--- src/rtl/sio_iv_pkg.sv ---
package sio_iv_pkg;

   localparam int CODE_W = 3;

   typedef enum logic [1:0] {
      EV_KEEP = 2'd0,
      EV_IDLE = 2'd1,
      EV_RX   = 2'd2,
      EV_TX   = 2'd3
   } vec_ev_e;

   typedef struct packed {
      logic rx_pend;
      logic rx_ius;
      logic tx_pend;
      logic tx_ius;
      logic st_rx;
      logic st_tx;
      logic rx_avail;
      logic tx_empty;
   } chan_st_t;

   // Source code: bit2 = channel A, bit1 = receive, idle = 3'b011
   function automatic logic [CODE_W-1:0] src_code(vec_ev_e ev, logic is_a);
      case (ev)
         EV_RX:   src_code = {is_a, 1'b1, 1'b0};
         EV_TX:   src_code = {is_a, 1'b0, 1'b0};
         default: src_code = 3'b011;
      endcase
   endfunction

   function automatic chan_st_t enter_tx(chan_st_t s, logic ie);
      chan_st_t r;
      r        = s;
      r.tx_ius = 1'b1;
      if (ie) r.st_tx = 1'b1;
      return r;
   endfunction

endpackage

--- src/rtl/sio_iv_chan.sv ---
module sio_iv_chan
   import sio_iv_pkg::*;
#(
   parameter bit TX_EMPTY_RST = 1'b1
) (
   input  logic       clk,
   input  logic       rst_n,
   input  logic       tx_ie_i,
   input  logic [1:0] rx_mode_i,
   input  logic       brk_ie_i,
   input  logic       brk_stat_i,
   input  logic       rx_byte_i,
   input  logic       data_rd_i,
   input  logic       data_wr_i,
   input  logic       tx_done_i,
   input  logic       cmd_clr_tx_i,
   input  logic       cmd_rst_ius_i,
   output logic       irq_o,
   output vec_ev_e    vec_ev_o,
   output logic       st_rx_o,
   output logic       st_tx_o,
   output logic       st_brk_o,
   output logic       rx_avail_o,
   output logic       tx_empty_o
);

   chan_st_t cur_q, nxt;
   vec_ev_e  ev;
   logic     brk_q;
   logic     rx_mode_on;

   // Events folded in fixed order
   always_comb begin
      nxt = cur_q;
      ev  = EV_KEEP;
      if (data_rd_i) begin
         nxt.rx_avail = 1'b0;
         nxt.rx_pend  = 1'b0;
         nxt.rx_ius   = 1'b0;
         nxt.st_rx    = 1'b0;
         ev           = EV_IDLE;
         if (nxt.tx_pend) begin
            nxt = enter_tx(nxt, tx_ie_i);
            ev  = EV_TX;
         end
      end
      if (rx_byte_i) begin
         nxt.rx_avail = 1'b1;
         nxt.rx_pend  = 1'b1;
         nxt.rx_ius   = 1'b1;
         nxt.st_rx    = 1'b1;
         ev           = EV_RX;
      end
      if (cmd_clr_tx_i) begin
         nxt.tx_pend = 1'b0;
         nxt.tx_ius  = 1'b0;
         nxt.st_tx   = 1'b0;
         ev          = EV_IDLE;
         if (nxt.rx_pend) begin
            nxt.rx_ius = 1'b1;
            nxt.st_rx  = 1'b1;
            ev         = EV_RX;
         end
      end
      if (cmd_rst_ius_i) begin
         if (nxt.rx_ius) begin
            nxt.rx_ius = 1'b0;
            if (nxt.tx_pend) begin
               nxt = enter_tx(nxt, tx_ie_i);
               ev  = EV_TX;
            end
         end else begin
            nxt.tx_ius = 1'b0;
         end
      end
      if (data_wr_i) begin
         nxt.tx_pend  = 1'b0;
         nxt.tx_empty = 1'b0;
      end
      if (tx_done_i) begin
         nxt.tx_empty = 1'b1;
         nxt.tx_pend  = 1'b1;
         if (!nxt.rx_ius) begin
            nxt = enter_tx(nxt, tx_ie_i);
            ev  = EV_TX;
         end
      end
   end

   always_ff @(posedge clk or negedge rst_n) begin
      if (!rst_n) begin
         cur_q          <= '0;
         cur_q.tx_empty <= TX_EMPTY_RST;
         brk_q          <= 1'b0;
      end else begin
         cur_q <= nxt;
         brk_q <= brk_ie_i & brk_stat_i;
      end
   end

   assign rx_mode_on = (rx_mode_i == 2'b01) || (rx_mode_i == 2'b10);
   assign irq_o      = (tx_ie_i & cur_q.tx_pend) | (rx_mode_on & cur_q.rx_pend) |
                       (brk_ie_i & brk_stat_i);
   assign vec_ev_o   = ev;
   assign st_rx_o    = cur_q.st_rx;
   assign st_tx_o    = cur_q.st_tx;
   assign st_brk_o   = brk_q;
   assign rx_avail_o = cur_q.rx_avail;
   assign tx_empty_o = cur_q.tx_empty;


   rx_sets_pend_chk: assert property (@(posedge clk) disable iff (!rst_n)
      rx_byte_i |=> (cur_q.rx_pend && cur_q.rx_ius && cur_q.rx_avail));


   wr_clears_pend_chk: assert property (@(posedge clk) disable iff (!rst_n)
      (data_wr_i && !tx_done_i) |=> (!cur_q.tx_pend && !cur_q.tx_empty));


   done_raises_pend_chk: assert property (@(posedge clk) disable iff (!rst_n)
      tx_done_i |=> (cur_q.tx_pend && cur_q.tx_empty));


   rd_clears_rx_chk: assert property (@(posedge clk) disable iff (!rst_n)
      (data_rd_i && !rx_byte_i) |=> (!cur_q.rx_pend && !cur_q.rx_avail && !cur_q.st_rx));


   tx_blocked_chk: assert property (@(posedge clk) disable iff (!rst_n)
      (tx_done_i && cur_q.rx_ius && !data_rd_i && !cmd_rst_ius_i && !cmd_clr_tx_i &&
       !cur_q.tx_ius) |=> !cur_q.tx_ius);

endmodule

--- src/rtl/sio_iv_fmt.sv ---
module sio_iv_fmt
   import sio_iv_pkg::*;
#(
   parameter int VEC_W  = 8,
   parameter int LO_POS = 1,
   parameter int HI_POS = 4
) (
   input  logic [CODE_W-1:0] code_i,
   input  logic              stat_hi_i,
   output logic [VEC_W-1:0]  vector_o
);

   logic [CODE_W-1:0] code_rev;
   logic [VEC_W-1:0]  lo_vec, hi_vec;

   // High format carries the source code bit-reversed
   for (genvar b = 0; b < CODE_W; b++) begin : g_rev
      assign code_rev[b] = code_i[CODE_W-1-b];
   end

   always_comb begin
      lo_vec = '0;
      hi_vec = '0;
      lo_vec[LO_POS +: CODE_W] = code_i;
      hi_vec[HI_POS +: CODE_W] = code_rev;
   end

   assign vector_o = stat_hi_i ? hi_vec : lo_vec;

endmodule

--- src/rtl/sio_irq_vector.sv ---
module sio_irq_vector
   import sio_iv_pkg::*;
#(
   parameter int NCH          = 2,
   parameter int VEC_W        = 8,
   parameter int LO_POS       = 1,
   parameter int HI_POS       = 4,
   parameter bit TX_EMPTY_RST = 1'b1
) (
   input  logic           clk,
   input  logic           rst_n,
   input  logic           stat_hi_i,
   input  logic [1:0]     tx_ie_i,
   input  logic [3:0]     rx_mode_i,
   input  logic [1:0]     brk_ie_i,
   input  logic [1:0]     brk_stat_i,
   input  logic [1:0]     rx_byte_i,
   input  logic [1:0]     data_rd_i,
   input  logic [1:0]     data_wr_i,
   input  logic [1:0]     tx_done_i,
   input  logic [1:0]     cmd_clr_tx_i,
   input  logic [1:0]     cmd_rst_ius_i,
   output logic           irq_o,
   output logic [7:0]     vector_o,
   output logic [5:0]     pend_o,
   output logic [1:0]     rx_avail_o,
   output logic [1:0]     tx_empty_o
);

   localparam int PEND_W = 3 * NCH;
   localparam logic [CODE_W-1:0] IDLE_CODE = 3'b011;

   if (NCH != 2) begin : g_bad_nch
      $error("sio_irq_vector: exactly two channels are supported");
   end
   if (LO_POS + CODE_W > VEC_W || HI_POS + CODE_W > VEC_W || VEC_W != 8) begin : g_bad_pos
      $error("sio_irq_vector: vector field positions do not fit");
   end

   logic    [NCH-1:0]    ch_irq;
   vec_ev_e              ch_ev [NCH];
   logic    [NCH-1:0]    ch_rx, ch_tx, ch_brk;
   logic    [CODE_W-1:0] code_q, code_nxt;

   for (genvar c = 0; c < NCH; c++) begin : g_ch
      sio_iv_chan #(.TX_EMPTY_RST(TX_EMPTY_RST)) u_chan (
         .clk           (clk),
         .rst_n         (rst_n),
         .tx_ie_i       (tx_ie_i[c]),
         .rx_mode_i     (rx_mode_i[2*c +: 2]),
         .brk_ie_i      (brk_ie_i[c]),
         .brk_stat_i    (brk_stat_i[c]),
         .rx_byte_i     (rx_byte_i[c]),
         .data_rd_i     (data_rd_i[c]),
         .data_wr_i     (data_wr_i[c]),
         .tx_done_i     (tx_done_i[c]),
         .cmd_clr_tx_i  (cmd_clr_tx_i[c]),
         .cmd_rst_ius_i (cmd_rst_ius_i[c]),
         .irq_o         (ch_irq[c]),
         .vec_ev_o      (ch_ev[c]),
         .st_rx_o       (ch_rx[c]),
         .st_tx_o       (ch_tx[c]),
         .st_brk_o      (ch_brk[c]),
         .rx_avail_o    (rx_avail_o[c]),
         .tx_empty_o    (tx_empty_o[c])
      );
      // Channel A occupies the upper three status bits
      assign pend_o[3*(NCH-1-c) +: 3] = {ch_rx[c], ch_tx[c], ch_brk[c]};
   end

   // Channel A wins the vector when both channels update
   always_comb begin
      code_nxt = code_q;
      if (ch_ev[1] != EV_KEEP) code_nxt = src_code(ch_ev[1], 1'b0);
      if (ch_ev[0] != EV_KEEP) code_nxt = src_code(ch_ev[0], 1'b1);
   end

   always_ff @(posedge clk or negedge rst_n) begin
      if (!rst_n) code_q <= IDLE_CODE;
      else        code_q <= code_nxt;
   end

   sio_iv_fmt #(.VEC_W(VEC_W), .LO_POS(LO_POS), .HI_POS(HI_POS)) u_fmt (
      .code_i    (code_q),
      .stat_hi_i (stat_hi_i),
      .vector_o  (vector_o)
   );

   assign irq_o = |ch_irq;


   quiet_irq_chk: assert property (@(posedge clk) disable iff (!rst_n)
      ((tx_ie_i == 2'b00) && (brk_ie_i == 2'b00) &&
       (rx_mode_i[1:0] == 2'b00 || rx_mode_i[1:0] == 2'b11) &&
       (rx_mode_i[3:2] == 2'b00 || rx_mode_i[3:2] == 2'b11)) |-> !irq_o);


   a_wins_chk: assert property (@(posedge clk) disable iff (!rst_n)
      (rx_byte_i == 2'b11 && data_rd_i == 2'b00 && cmd_clr_tx_i == 2'b00 &&
       cmd_rst_ius_i == 2'b00 && tx_done_i == 2'b00) |=> code_q[2]);

endmodule

--- config.mk ---
export PLATFORM = sky130hd
export DESIGN_NAME = sio_irq_vector
export DESIGN_NICKNAME = d
export VERILOG_FILES = /design/src/rtl/sio_iv_pkg.sv /design/src/rtl/sio_iv_chan.sv /design/src/rtl/sio_iv_fmt.sv /design/src/rtl/sio_irq_vector.sv
export SDC_FILE = /design/constraint.sdc
export NUM_CORES = 1
export LEC_CHECK = 0
export BUFFER_PORTS_ARGS = -buffer_cell sky130_fd_sc_hd__buf_2
export CAP_MARGIN = 20
export CORE_AREA = 2 2 53 55
export CTS_BUF_LIST = sky130_fd_sc_hd__clkbuf_4
export CTS_CLUSTER_SIZE = 25
export DETAILED_ROUTE_END_ITERATION = 10
export DIE_AREA = 0 0 55 57
export HOLD_SLACK_MARGIN = 0.02
export PLACE_DENSITY_LB_ADDON = 0.25
export SYNTH_ARGS = -nofsm -noshare
export SYNTH_HDL_FRONTEND = slang
export SYNTH_SLANG_ARGS = --single-unit
--- constraint.sdc ---
create_clock -name clk -period 1.6 [get_ports clk]
set_clock_uncertainty 0.15 [all_clocks]
set_input_delay 0.4 -clock clk [delete_from_list [all_inputs] [get_ports clk]]
set_output_delay 0.4 -clock clk [all_outputs]
set_load 0.02 [all_outputs]
== Yosys cells after proc, flatten, opt, wreduce, memory -nomap -nowiden ==
Cells that the tools add are included.

* Memories: 0
* Logic and storage cells: 108
* RAM bits: 0
* Bits in registers: 21
* Output and inout bits: 19
* Bits in latches: 0
* Memory bits (read-only): 0
* Input bits: 25

* Div/mod/pow operators: 0
* Multipliers: 0
* Bitwise gates (word level): 10
* Equality and inequality tests: 8
* Muxes and demuxes: 65
* Reductions and logical operators: 6
* Shifts and indexed selects: 0
* Magnitude comparators: 0
* Add/subtract/negate cells: 0

{| class="wikitable"
|+ Operator list
! cell !! count
|-
| $mux 7 || 7
|-
| $mux 2 || 22
|-
| $mux 6 || 4
|-
| $mux 1 || 22
|-
| $mux 8 || 2
|-
| $eq 2x2->1 const B || 6
|-
| $mux 5 || 2
|-
| $mux 4 || 2
|-
| $and 1x1->1 || 6
|-
| $mux 3 || 2
|-
| $pmux 3 s2 || 1
|-
| $reduce_bool 2->1 || 3
|-
| $eq 2x1->1 const B || 2
|-
| $or 1x1->1 || 4
|-
| $pmux 2 s2 || 1
|-
| $logic_or 1x1->1 || 2
|-
| $reduce_or 2->1 || 1
|}

== Logic depth before layout (Yosys ltp) ==
Gate-level depths: netlist of the first run.

* Depth in word-level cells: 16
* Depth in mapped cells: 6
* Depth with buffers taken out: 5

== By module ==
A second synthesis of the first run with hierarchy kept.

* Cells, all modules: 98
* Area, all modules: 1003.5 sq um

{| class="wikitable"
|+ Modules (own cells, without submodules)
! module !! cells an instance !! area each (sq um) !! times used !! seq. area each (sq um)
|-
| sio_iv_chan || 38 || 404.1 || 2 || 201.4
|-
| sio_irq_vector || 13 || 138.9 || 1 || 77.6
|-
| sio_iv_fmt || 9 || 56.3 || 1 || 0.0
|}

== Worst setup path before layout of the first run ==
No wires, ideal clock.

* Path kind: input -> register
* Start: input port data_rd_i[0]
* End: register code_q[1]
* Library setup time: 77 ps
* Setup slack: 4 ps
* Data required time: 1373 ps
* Path buffers: 1
* Stages on the path: 6
* Arrival time: 1368 ps
* Cell sequence: buf_4 > inv_2 > a211oi_2 > o311ai_2 > o32a_1 > o22ai_1

* Word-level cells in the longest chain between the ends: 12
* Elaborated cells on any way between the ends: 20

{| class="wikitable"
|+ Ends and longest elaborated chain
! item !! line !! text
|-
| start: declaration || sio_irq_vector.sv:18 || <nowiki>input logic [1:0] data_rd_i,</nowiki>
|-
| $mux 8 || sio_iv_chan.sv:36 || <nowiki>if (data_rd_i) begin</nowiki>
|-
| $mux 2 || sio_iv_chan.sv:47 || <nowiki>if (rx_byte_i) begin</nowiki>
|-
| $mux 2 || sio_iv_chan.sv:59 || <nowiki>if (nxt.rx_pend) begin</nowiki>
|-
| $mux 2 || sio_iv_chan.sv:54 || <nowiki>if (cmd_clr_tx_i) begin</nowiki>
|-
| $mux 2 || sio_iv_chan.sv:68 || <nowiki>if (nxt.tx_pend) begin</nowiki>
|-
| $mux 2 || sio_iv_chan.sv:66 || <nowiki>if (nxt.rx_ius) begin</nowiki>
|-
| $mux 2 || sio_iv_chan.sv:65 || <nowiki>if (cmd_rst_ius_i) begin</nowiki>
|-
| $mux 2 || sio_iv_chan.sv:83 || <nowiki>if (!nxt.rx_ius) begin</nowiki>
|-
| $mux 2 (*) || sio_iv_chan.sv:80 || <nowiki>if (tx_done_i) begin</nowiki>
|-
| $eq 2x2->1 || sio_iv_pkg.sv:25 || <nowiki>case (ev)</nowiki>
|-
| $pmux 3 s2 || sio_iv_pkg.sv:25 ||
|-
| $mux 3 || sio_irq_vector.sv:75 || <nowiki>if (ch_ev[0] != EV_KEEP) code_nxt = src_code(ch_ev[0], 1'b1);</nowiki>
|-
| end signal: assignment || sio_irq_vector.sv:80 || <nowiki>else code_q <= code_nxt;</nowiki>
|-
| end: declaration || sio_irq_vector.sv:43 || <nowiki>logic [CODE_W-1:0] code_q, code_nxt;</nowiki>
|}

Every way passes the cells marked *; elsewhere a longest branch is shown, timed or not.
A chain may end at the register's enable or synchronous reset.

== Worst setup path in the final report of the first run ==
* Start: register g_ch[1].u_chan.cur_q[5] in the netlist's numbering
* End: output port irq_o

* Word-level cells in the longest chain between the ends: 4

{| class="wikitable"
|+ Ends and longest elaborated chain
! item !! line !! text
|-
| start: declaration || sio_iv_chan.sv:27 || <nowiki>chan_st_t cur_q, nxt;</nowiki>
|-
| start signal: assignment || sio_iv_chan.sv:96 || <nowiki>cur_q <= nxt;</nowiki>
|-
| $and 1x1->1 || sio_iv_chan.sv:102 || <nowiki>assign irq_o = (tx_ie_i & cur_q.tx_pend) | (rx_mode_on & cur_q.rx_pend) |</nowiki>
|-
| $or 1x1->1 (2 in a row) || sio_iv_chan.sv:102 ||
|-
| $reduce_or 2->1 || sio_irq_vector.sv:89 || <nowiki>assign irq_o = |ch_irq;</nowiki>
|-
| end: declaration || sio_irq_vector.sv:23 || <nowiki>output logic irq_o,</nowiki>
|}

Every way passes these cells.

==> metrics.md, run 1 <==
| Metric | Value |
|---|---|
| Outcome | `finished, violations left` |
| Failing checks | `negative setup slack` |
| Post-Synthesis Cells | `118` |
| Kind of cell adding the most delay to the critical path | `flip-flops` |
| 1st-pass router iterations | `4` |
| Crit-path cells | `a22oi_2, o2111ai_1, buf_4` |
| Most common cell in the netlist | `dfrtp_1` |
| Critical path launch point type | `register` |
| Largest net degree at the start of global routing | `20` |
| H-tree depth | `1` |
| CTS tree | `done` |
| CP required | `1.05 ns` |
| Max Buffers Root-to-Sink | `2` |
| Top cells by area, synth | `dfrtp_1 34%, dfstp_2 9.6%, buf_4 8.9%, o21ai_0 4.1%, a21o_1 4.1%` |
| Min Clock Period, post-route | `around 1.7 ns` |
| R2R depth | `5` |
| Vias per cell | `5.066` |
| FP Rows | `19` |
| Sequential element share of the synthesized area | `43.84%` |
| Slowest stage cell on the critical path | `dfrtp_1` |
| First-pass GRT wire length | `3926 µm` |
| Hold Crit Class | `in -> reg` |
| DIE HEIGHT | `approximately 57 µm` |
| Non-Filler Instances | `just under 200` |
| RR Endpoint | `code_q[1]` |
| Synth-to-Final Area Change | `38.24%` |
| Static Leak | `0.7394 nW` |
| Number of nets still failing antenna checks after routing | `0` |
| RSZ-0062 raised after global routing | `true` |
| # clock sinks | `19` |
| Worst Setup EP | `irq_o` |
| Input/output buffers | `between 40 and 50` |
| Number of synthesized flops with an enable pin | `0` |
| Reg2Reg Launch Point | `g_ch[0].u_chan.cur_q[7]` |
| Synth async-reset ratio | `100.0%` |
| Multi-input logic area | `568.0 µm²` |
| Reg area | `approximately 480 µm²` |
| TritonCTS Buffers | `3` |
| Final max-slew violation count | `0` |
| Crit path buf inv count | `1` |
| Share of cells above drive strength 1 | `50.60%` |
| Mapped cell area | `about 1100 µm²` |
| Synthesized area per cell | `9.289 µm²` |
| Design Power | `0.001145 W` |
| Critical Path Max Stage Delay | `0.42 ns` |
| Final setup vio count | `5` |
| CP Max Fanout | `2` |
| Synth area leader | `dfrtp_1` |
| PD cells | `approximately 760 nW/µm²` |
| Crit Path Category | `reg -> out` |
| Starting Density | `a little over two fifths` |
| Achievable Freq | `a little under 600 MHz` |
| Post-Route WL | `2672 µm` |
| Die Wd | `55 µm` |
| Final Hold Slack | `0.1552 ns` |
| Cell variety after synth | `36` |
| Final Hold Violating Endpoints | `0` |
| Fillers | `265` |
| Worst skew pair latency | `0.29 ns` |
| Diode count | `0` |
| Reg2Reg Setup Slack | `0.07 ns` |
| CP Depth | `3` |
| Fin crit share | `107.8%` |
| Core area | `2615 µm²` |
| Layout Nets | `192` |
| Commonest cells in the netlist | `15 x dfrtp_1, 13 x buf_4, 9 x inv_1, 9 x nor2_1, 9 x o21ai_0` |
| Crit path launch | `g_ch[1].u_chan.cur_q[5]` |
| I/O pin total | `44` |
| Maxcap violations | `0` |
| Initial DRC count | `11` |
| Number of antenna violations at the first check in global routing | `0` |
| Post-route DRC violation count | `0` |
| Max IR drop VDD | `0.5263 mV` |
| Clock root buffer master | `clkbuf_4` |
| Post-Place Cells | `roughly 190` |
| WP data arrival | `1.17 ns` |
| Clock-pin slew on the worst setup and hold paths | `0.11 ns` |
| Via Count | `998` |
| Synth Flop Type | `dfrtp_1` |
| Worst setup margin | `-0.1243 ns` |
| WL per Instance | `13.56 µm` |
| Number of global-route vias before repair | `960` |
| Overflow after GRT | `0` |
| Top cell type's share of synthesized area | `34.25%` |
| Synthesis-stage register bit count | `19` |
| Yosys warnings | `0` |
| Die area | `around 3100 µm²` |
| Element type at the critical path end | `output pin` |
| Gpl congestion | `0.7788` |
| Tot GR Track Use | `around 17%` |
| HPWL Detailed | `1984 µm` |
## metal layers
layer	routed length (µm)	up-vias	track usage [%]
met2	1444	22	29.76
met4	15	0	6.620
met1	1102	479	20.27
met3	110	2	2.356
met5	0	-	0
li1	-	495	-
## through the flow
step	utilization (%)	TNS, ns	worst slack [ns]	instance area [µm²]
6_report	57.94	-0.3296	-0.1243	1515
4_1_cts	54.50	-0.4305	-0.1407	1425
2_1_floorplan	-	0	0.004249	1100
5_1_grt	57.94	-0.6863	-0.2264	1515
3_5_place_dp	50.91	-0.07303	-0.07303	1331
3_3_place_gp	50.91	-0.03920	-0.03920	1331
## logic make-up after synthesis
| group | count (synthesis) | share of synthesized area, % |
|---|---|---|
| AND/OR/NAND/NOR | 30 | 14.27 |
| other | 1 | 0.3421 |
| AO/OA/AOI/OAI | 42 | 27.17 |
| flip-flops | 19 | 43.84 |
| buffers and inverters | 24 | 12.78 |
| XOR/XNOR | 2 | 1.598 |
## state kept, by name, indices dropped and copies added (netlist names)
| name | cells |
|---|---|
| g_ch.u_chan.cur_q | 6 |
| code_q | 3 |
| g_ch.u_chan.rx_avail_o | 2 |
| g_ch.u_chan.st_brk_o | 2 |
| g_ch.u_chan.st_rx_o | 2 |
| g_ch.u_chan.st_tx_o | 2 |
| g_ch.u_chan.tx_empty_o | 2 |
## where the power goes
| part | internal, W | leakage (nW) | switching (W) |
|---|---|---|---|
| clock | 0.0000930 | 0.0177 | 0.000150 |
| sequential | 0.000524 | 0.214 | 0.0000262 |
| combinational | 0.000164 | 0.508 | 0.000188 |
## worst reg2reg max path, delay by kind of cell (launching register included)
family / cells / cell delay (ns)
flip-flops: 1 / 0.46
AND/OR/NAND/NOR: 1 / 0.21
AO/OA/AOI/OAI: 4 / 0.64
## timing repair
action                                  4_1_cts  5_1_grt
gates resized for setup                      11       19
setup buffers                                 3        1
hold endpoints to repair                     15        0
cloned                                        0        0
endpoints found under the setup margin        5        9
pin swaps                                     0        4
hold buffers                                  1        0
## placed cells by master (no fill, tap or decap), types with 2 or more instances in the layout
cell type / netlist / routed
nor2_1: 9 / 8
dfstp_2: 4 / 4
o21a_1: 3 / 3
o22ai_1: 2 / 2
buf_6: 0 / 5
nor2b_4: 0 / 3
nor3_1: 3 / 3
and2_4: 0 / 2
dfrtp_1: 15 / 14
clkbuf_4: 0 / 3
a21oi_1: 6 / 5
nand2_1: 4 / 3
a21o_1: 6 / 6
a31oi_1: 4 / 3
and2_1: 6 / 4
buf_4: 13 / 16
inv_1: 9 / 9
a211oi_2: 1 / 2
o21ai_0: 9 / 8
conb_1: 1 / 2
buf_2: 0 / 35
## worst min-delay path by stage
stage	from	to	slack [ns]	depth (start not counted)
2_1_floorplan	rst_n	code_q[2]	-0.05	0
3_3_place_gp	rst_n	g_ch[0].u_chan.st_brk_o	0.21	1
3_5_place_dp	rst_n	g_ch[1].u_chan.st_tx_o	0.22	1
4_1_cts	data_wr_i[1]	g_ch[1].u_chan.cur_q[5]	0.15	2
5_1_grt	data_wr_i[1]	g_ch[1].u_chan.cur_q[5]	0.14	2
6_report	data_wr_i[1]	g_ch[1].u_chan.cur_q[5]	0.16	2
## layout make-up
cell class	count	area share, %
multi-input combinational	76	37.49
sequential	19	31.79
timing repair buffer	57	23.86
tap	31	2.560
inverter	10	2.477
clock buffer	3	1.486
clock inverter	1	0.3303
Power figures use the tool's default switching activity.
==> run 2: changes to the inputs <==
--- a/config.mk
+++ b/config.mk
@@ -7,11 +7,13 @@
 export LEC_CHECK = 0
 export BUFFER_PORTS_ARGS = -buffer_cell sky130_fd_sc_hd__buf_2
 export CAP_MARGIN = 20
-export CORE_AREA = 2 2 53 55
+export CELL_PAD_IN_SITES_DETAIL_PLACEMENT = 1
+export CELL_PAD_IN_SITES_GLOBAL_PLACEMENT = 1
+export CORE_AREA = 2 2 62 64
 export CTS_BUF_LIST = sky130_fd_sc_hd__clkbuf_4
 export CTS_CLUSTER_SIZE = 25
 export DETAILED_ROUTE_END_ITERATION = 10
-export DIE_AREA = 0 0 55 57
+export DIE_AREA = 0 0 64 66
 export HOLD_SLACK_MARGIN = 0.02
 export PLACE_DENSITY_LB_ADDON = 0.25
 export SYNTH_ARGS = -nofsm -noshare
==> run 2 against run 1 <==
The run still ends with negative setup slack left. Power is 2.2% higher. Sequential power hardly changed. Worst hold slack worse by 0.030 ns. Cell count is 7.6% higher. Routed wire length is 9.3% higher. Clock power is 6% higher. First-iteration DRC count is 73% higher.
==> metrics.md, run 2 (synthesis results as in run 1) <==
| Metric | Value |
|---|---|
| Crit-path cells | `a22oi_2, o2111ai_1, buf_4 (unchanged)` |
| Outcome | `finished, violations left (unchanged)` |
| CP required | `1.05 ns (about the same)` |
| I/O pin total | `44 (unchanged)` |
| Worst setup margin | `-0.1185 ns (was -0.1243 ns)` |
| GR Util met3 | `2.385% (was 2.356%)` |
| Final Hold Slack | `0.1249 ns (was 0.1552 ns)` |
| Sw Share | `32.66% (was 31.80%)` |
| Busiest layer in global routing | `met2 (unchanged)` |
| Number of global-route vias before repair | `1134 (was 960)` |
| Biggest regs | `g_ch.u_chan.cur_q: 6 flops, code_q: 3 flops (unchanged)` |
| Max reg flops | `6 (unchanged)` |
| Kind of cell adding the most delay to the critical path | `flip-flops (unchanged)` |
| FP Rows | `22 (was 19)` |
| Die area | `4224 µm² (was 3135 µm²)` |
| Multi-input logic area | `578.1 µm² (was 568.0 µm²)` |
| Finished Cell Area | `1545 µm² (was 1515 µm²)` |
| Switching power | `0.0003821 W (was 0.0003641 W)` |
| Commonest non-fill, non-tap cells in the layout | `32 x buf_2, 16 x buf_4, 14 x dfrtp_1 (was 35 x buf_2, 16 x buf_4, 14 x dfrtp_1, 9 x inv_1)` |
| Post-DP Area | `1338 µm² (was 1331 µm²)` |
| Die Wd | `64 µm (was 55 µm)` |
| Largest net degree at the start of global routing | `20 (unchanged)` |
| Internal | `0.0007879 W (was 0.0007810 W)` |
| Synth-to-Final Area Change | `40.98% (was 38.24%)` |
| Starting Density | `30.87% (was 41.91%)` |
| Core area | `3551 µm² (was 2615 µm²)` |
| Number of nets still failing antenna checks after routing | `0 (unchanged)` |
| Clock power share | `22.0% (was 21.2%)` |
| Max Buffers Root-to-Sink | `2 (unchanged)` |
| Diode count | `0 (unchanged)` |
| CP Max Fanout | `2 (unchanged)` |
| Max IR drop VDD | `0.2701 mV (was 0.5263 mV)` |
| Tot GR Track Use | `15.51% (was 16.97%)` |
| Vias per cell | `4.665 (was 5.066)` |
| Critical path launch point type | `register (unchanged)` |
| PD cells | `757.1 nW/µm² (was 755.8 nW/µm²)` |
| Fillers | `423 (was 265)` |
| WL per Instance | `13.78 µm (was 13.56 µm)` |
| First-pass GRT wire length | `5126 µm (was 3926 µm)` |
| Slowest stage cell on the critical path | `dfrtp_1 (unchanged)` |
| Hold Crit Class | `in -> reg (unchanged)` |
| Crit path buf inv count | `1 (unchanged)` |
| Element type at the critical path end | `output pin (unchanged)` |
| Final setup vio count | `5 (unchanged)` |
| Commonest non-fill, non-tap cell in the layout | `buf_2 (unchanged)` |
| M2 GR Usage | `29.04% (was 29.76%)` |
| Final max-slew violation count | `0 (unchanged)` |
| Worst slack, placed | `-0.09755 ns (was -0.07303 ns)` |
| RSZ-0062 raised after global routing | `true (unchanged)` |
| Fin crit share | `107.4% (was 107.8%)` |
| Reg area | `481.7 µm² (unchanged)` |
| Non-Filler Instances | `212 (was 197)` |
| CTS tree | `done (unchanged)` |
| Overflow after GRT | `0 (unchanged)` |
| Post-Route WL | `2921 µm (was 2672 µm)` |
| HPWL Detailed | `2277 µm (was 1984 µm)` |
| Input/output buffers | `41 (unchanged)` |
| Clock-pin slew on the worst setup and hold paths | `0.12 ns (was 0.11 ns)` |
| Clock root buffer master | `clkbuf_4 (unchanged)` |
| Failing checks | `negative setup slack (unchanged)` |
| Via Count | `989 (was 998)` |
| Final Hold Violating Endpoints | `0 (unchanged)` |
| H-tree depth | `1 (unchanged)` |
| Gpl congestion | `0.8894 (was 0.7788)` |
| Number of antenna violations at the first check in global routing | `0 (unchanged)` |
| TritonCTS Buffers | `3 (unchanged)` |
| Initial DRC count | `19 (was 11)` |
| DIE HEIGHT | `66 µm (was 57 µm)` |
| Static Leak | `0.7336 nW (was 0.7394 nW)` |
| # clock sinks | `19 (unchanged)` |
| Sequential power share | `47.3% (was 48.1%)` |
| Met1 Use GR | `17.35% (was 20.27%)` |
| Post-Place Cells | `204 (was 189)` |
| Worst skew pair latency | `0.30 ns (was 0.29 ns)` |
| Layout Nets | `190 (was 192)` |
| 1st-pass router iterations | `4 (unchanged)` |
| Crit Path Category | `reg -> out (unchanged)` |
| Post-route DRC violation count | `0 (unchanged)` |
| Share of cells above drive strength 1 | `50.61% (was 50.60%)` |
| Achievable Freq | `581.9 MHz (was 579.9 MHz)` |
| Combinational Power Share | `30.7% (about the same)` |
| Critical Path Max Stage Delay | `0.42 ns (about the same)` |
| Final Core Density | `43.52% (was 57.94%)` |
| Maxcap violations | `0 (unchanged)` |
| Min Clock Period, post-route | `1.719 ns (was 1.724 ns)` |
| Most flops, register | `g_ch.u_chan.cur_q (unchanged)` |
| WP data arrival | `1.17 ns (about the same)` |
## run 2: cell count changes in the layout (fill, tap and decap cells not counted), sizes merged
cell      previous run  this run
clkinv               1         0
buf                 56        54
clkinvlp             0         1
## run 2: routing by layer
| layer | routed length [µm] | part of all wire [%] | vias up |
|---|---|---|---|
| met3 | 107 | 3.7 | 4 |
| met2 | 1608 | 55 | 20 |
| met5 | 0 | 0 | - |
| li1 | - | - | 489 |
| met4 | 29 | 0.99 | 0 |
| met1 | 1175 | 40 | 476 |
## run 2: worst register-to-register path, delay by kind of cell, from the launching register on
kind	cells	cell delay, ns
compound gates	4	0.91
flops	1	0.47
## run 2: path summary, 6_finish.rpt
kind	startpoint	cells past startpoint	slack, ns	to
setup / recovery	g_ch[1].u_chan.cur_q[5]	3	-0.12	irq_o
hold / removal	data_wr_i[1]	2	0.12	g_ch[1].u_chan.cur_q[5]
setup reg to reg	g_ch[0].u_chan.cur_q[6]	4	0.01	code_q[1]
hold reg to reg	g_ch[1].u_chan.rx_avail_o	1	0.33	g_ch[1].u_chan.rx_avail_o
max in group asynchronous	rst_n	2	0.57	code_q[0]
min in group asynchronous	rst_n	2	0.40	g_ch[1].u_chan.cur_q[7]
## run 2: what timing repair did
item,in CTS,in global routing
setup endpoints to repair,6,12
setup buffers,3,0
pin swaps,0,1
gates resized for setup,12,24
hold endpoints to repair,15,0
hold buffers,1,0
## run 2: final cells by class
cell class	instances	share of cell area, %
well taps	48	3.887
flip-flops and latches	19	31.17
inverters	10	2.429
clock inverters	1	0.4858
clock buffers	3	1.457
multi-input cells	76	37.41
repair buffers	55	23.16
## run 2: power groups by stage
stage	combinational (W)	clock, W	sequential, W
floorplan	0.000195	0	0.000551
global placement	0.000285	0	0.000558
detailed placement	0.000293	0	0.000560
CTS	0.000317	0.000275	0.000550
global route	0.000396	0.000292	0.000560
finish	0.000359	0.000258	0.000553
## run 2: stage by stage
stage	TNS (ns)	total power, W
global placement	-0.02558	0.0008431
floorplan	0	0.0007457
CTS	-0.4944	0.001143
global route	-0.6964	0.001248
detailed placement	-0.1328	0.0008529
finish	-0.3671	0.001170
==> run 3: changes to the inputs <==
--- a/config.mk
+++ b/config.mk
@@ -15,7 +15,7 @@
 export DETAILED_ROUTE_END_ITERATION = 10
 export DIE_AREA = 0 0 64 66
 export HOLD_SLACK_MARGIN = 0.02
-export PLACE_DENSITY_LB_ADDON = 0.25
+export PLACE_DENSITY = 0.84
 export SYNTH_ARGS = -nofsm -noshare
 export SYNTH_HDL_FRONTEND = slang
 export SYNTH_SLANG_ARGS = --single-unit
==> run 3 against run 2 <==
The flow still finishes with violations (negative setup slack). Sequential cell count unchanged. Maximum frequency decreased by 0.30%. Clock power about the same. Die area unchanged. Setup slack worse by 0.0051 ns. Non-clock buffer count did not move. Via count up 2.6%. Highest routed layer unchanged.
==> metrics.md, run 3 (synthesis results as in run 1) <==
| Metric | Value |
|---|---|
| Commonest non-fill, non-tap cell in the layout | `buf_2 (unchanged)` |
| Crit-path cells | `a22oi_1, o2111ai_1, buf_4 (was a22oi_2, o2111ai_1, buf_4)` |
| Worst skew pair latency | `0.29 ns (was 0.30 ns)` |
| Starting Density | `30.87% (unchanged)` |
| Die area | `4224 µm² (unchanged)` |
| CP Max Fanout | `2 (unchanged)` |
| Multi-input logic area | `530.5 µm² (was 578.1 µm²)` |
| Share of cells above drive strength 1 | `47.56% (was 50.61%)` |
| Failing checks | `negative setup slack (unchanged)` |
| Finished Cell Area | `1483 µm² (was 1545 µm²)` |
| Crit path buf inv count | `1 (unchanged)` |
| Initial DRC count | `96 (was 19)` |
| H-tree depth | `1 (unchanged)` |
| Diode count | `0 (unchanged)` |
| Reg area | `481.7 µm² (unchanged)` |
| Commonest non-fill, non-tap cells in the layout | `35 x buf_2, 15 x buf_4, 14 x dfrtp_1, 9 x inv_1, 9 x nor2_1 (was 32 x buf_2, 16 x buf_4, 14 x dfrtp_1)` |
| DIE HEIGHT | `66 µm (unchanged)` |
| First-pass GRT wire length | `4912 µm (was 5126 µm)` |
| WL per Instance | `14.08 µm (was 13.78 µm)` |
| Clock root buffer master | `clkbuf_4 (unchanged)` |
| Post-DP Area | `1345 µm² (was 1338 µm²)` |
| Maxcap violations | `0 (unchanged)` |
| Crit Path Category | `reg -> out (unchanged)` |
| CTS tree | `done (unchanged)` |
| Largest net degree at the start of global routing | `20 (unchanged)` |
| Fillers | `430 (was 423)` |
| Achievable Freq | `580.2 MHz (was 581.9 MHz)` |
| Post-route DRC violation count | `0 (unchanged)` |
| Via Count | `1015 (was 989)` |
| Outcome | `finished, violations left (unchanged)` |
| HPWL Detailed | `2322 µm (was 2277 µm)` |
| Number of antenna violations at the first check in global routing | `0 (unchanged)` |
| Element type at the critical path end | `output pin (unchanged)` |
| Post-route setup TNS | `-0.3653 ns (was -0.3671 ns)` |
| FP Rows | `22 (unchanged)` |
| Max IR drop VDD | `0.2175 mV (was 0.2701 mV)` |
| I/O pin total | `44 (unchanged)` |
| Hold Crit Class | `in -> reg (unchanged)` |
| Fin crit share | `107.7% (was 107.4%)` |
| CP required | `1.05 ns (about the same)` |
| Min Clock Period, post-route | `1.724 ns (was 1.719 ns)` |
| Kind of cell adding the most delay to the critical path | `flip-flops (unchanged)` |
| Layout Nets | `190 (unchanged)` |
| Final max-slew violation count | `0 (unchanged)` |
| RSZ-0062 raised after global routing | `true (unchanged)` |
| Worst setup margin | `-0.1237 ns (was -0.1185 ns)` |
| Clock-pin slew on the worst setup and hold paths | `0.10 ns (was 0.12 ns)` |
| PD cells | `774.6 nW/µm² (was 757.1 nW/µm²)` |
| Number of nets still failing antenna checks after routing | `0 (unchanged)` |
| Vias per cell | `4.788 (was 4.665)` |
| Tot GR Track Use | `14.80% (was 15.51%)` |
| Overflow after GRT | `0 (unchanged)` |
| Number of global-route vias before repair | `1061 (was 1134)` |
| Biggest regs | `g_ch.u_chan.cur_q: 6 flops, code_q: 3 flops (unchanged)` |
| Gpl congestion | `0.8526 (was 0.8894)` |
| 1st-pass router iterations | `4 (unchanged)` |
| WP data arrival | `1.17 ns (about the same)` |
| Most flops, register | `g_ch.u_chan.cur_q (unchanged)` |
| Critical path launch point type | `register (unchanged)` |
| Post-Route WL | `2984 µm (was 2921 µm)` |
| TritonCTS Buffers | `3 (unchanged)` |
| Synth-to-Final Area Change | `35.27% (was 40.98%)` |
| Worst slack, placed | `-0.08564 ns (was -0.09755 ns)` |
| Final Hold Violating Endpoints | `0 (unchanged)` |
| Slowest stage cell on the critical path | `dfrtp_1 (unchanged)` |
| Die Wd | `64 µm (unchanged)` |
| Core area | `3551 µm² (unchanged)` |
| Final setup vio count | `5 (unchanged)` |
| Max reg flops | `6 (unchanged)` |
| # clock sinks | `19 (unchanged)` |
| Static Leak | `0.7240 nW (was 0.7336 nW)` |
| Critical Path Max Stage Delay | `0.40 ns (was 0.42 ns)` |
| Reg2Reg Setup Slack | `0.08 ns (was 0.01 ns)` |
| Input/output buffers | `41 (unchanged)` |
| Max Buffers Root-to-Sink | `2 (unchanged)` |
run 3: metal layers:
metal / track usage, % / routed length (µm) / vias up
met3: 2.215 / 108 / 6
met4: 4.076 / 57 / 0
met5: 0 / 0 / -
met2: 27.99 / 1588 / 23
li1: - / - / 488
met1: 17.18 / 1230 / 498
run 3: path summary, 6_finish.rpt:
check | startpoint | endpoint | cells after the start
max | g_ch[1].u_chan.cur_q[5] | irq_o | 3
min reg2reg | g_ch[1].u_chan.rx_avail_o | g_ch[1].u_chan.rx_avail_o | 1
max reg2reg | g_ch[0].u_chan.cur_q[5] | code_q[1] | 6
min in group asynchronous | rst_n | g_ch[1].u_chan.cur_q[6] | 2
min | data_wr_i[1] | g_ch[1].u_chan.cur_q[5] | 2
max in group asynchronous | rst_n | g_ch[0].u_chan.tx_empty_o | 2
run 3: power by group:
group | leakage (nW) | internal (W) | switching [W]
sequential | 0.214 | 0.000524 | 0.0000264
combinational | 0.492 | 0.000154 | 0.000184
clock | 0.0184 | 0.000114 | 0.000146
total | 0.724 | 0.000792 | 0.000356
run 3: final cells by class:
type / count / area share [%]
flip-flops and latches: 19 / 32.49
clock buffers: 4 / 2.025
inverters: 10 / 2.532
repair buffers: 55 / 23.12
multi-input cells: 76 / 35.78
well taps: 48 / 4.051
run 3: timing repair:
item                                    4_1_cts  5_1_grt
setup buffers                                 2        0
endpoints found under the hold margin        15        0
pin swaps                                     0        1
resized for setup                            11       12
hold buffers                                  1        0
endpoints found under the setup margin        5        9
run 3: worst register-to-register path, cell delays in order, from the launching register on:
cell      delay (ns)
dfrtp_1         0.42
nor2b_4         0.15
buf_4           0.14
nand2_1         0.07
o311ai_2        0.12
o32a_1          0.31
o22ai_1         0.11
run 3: per-stage QoR:
stage	utilization, %	instances	total power [W]	hold WS (ns)
after floorplan	-	119	0.0007457	-0.04559
after detailed placement	37.88	205	0.0008554	0.2119
final	41.75	212	0.001148	0.1445
after global routing	41.75	212	0.001214	0.1411
after global placement	37.88	205	0.0008410	0.2079
after CTS	40.45	212	0.001139	0.1425
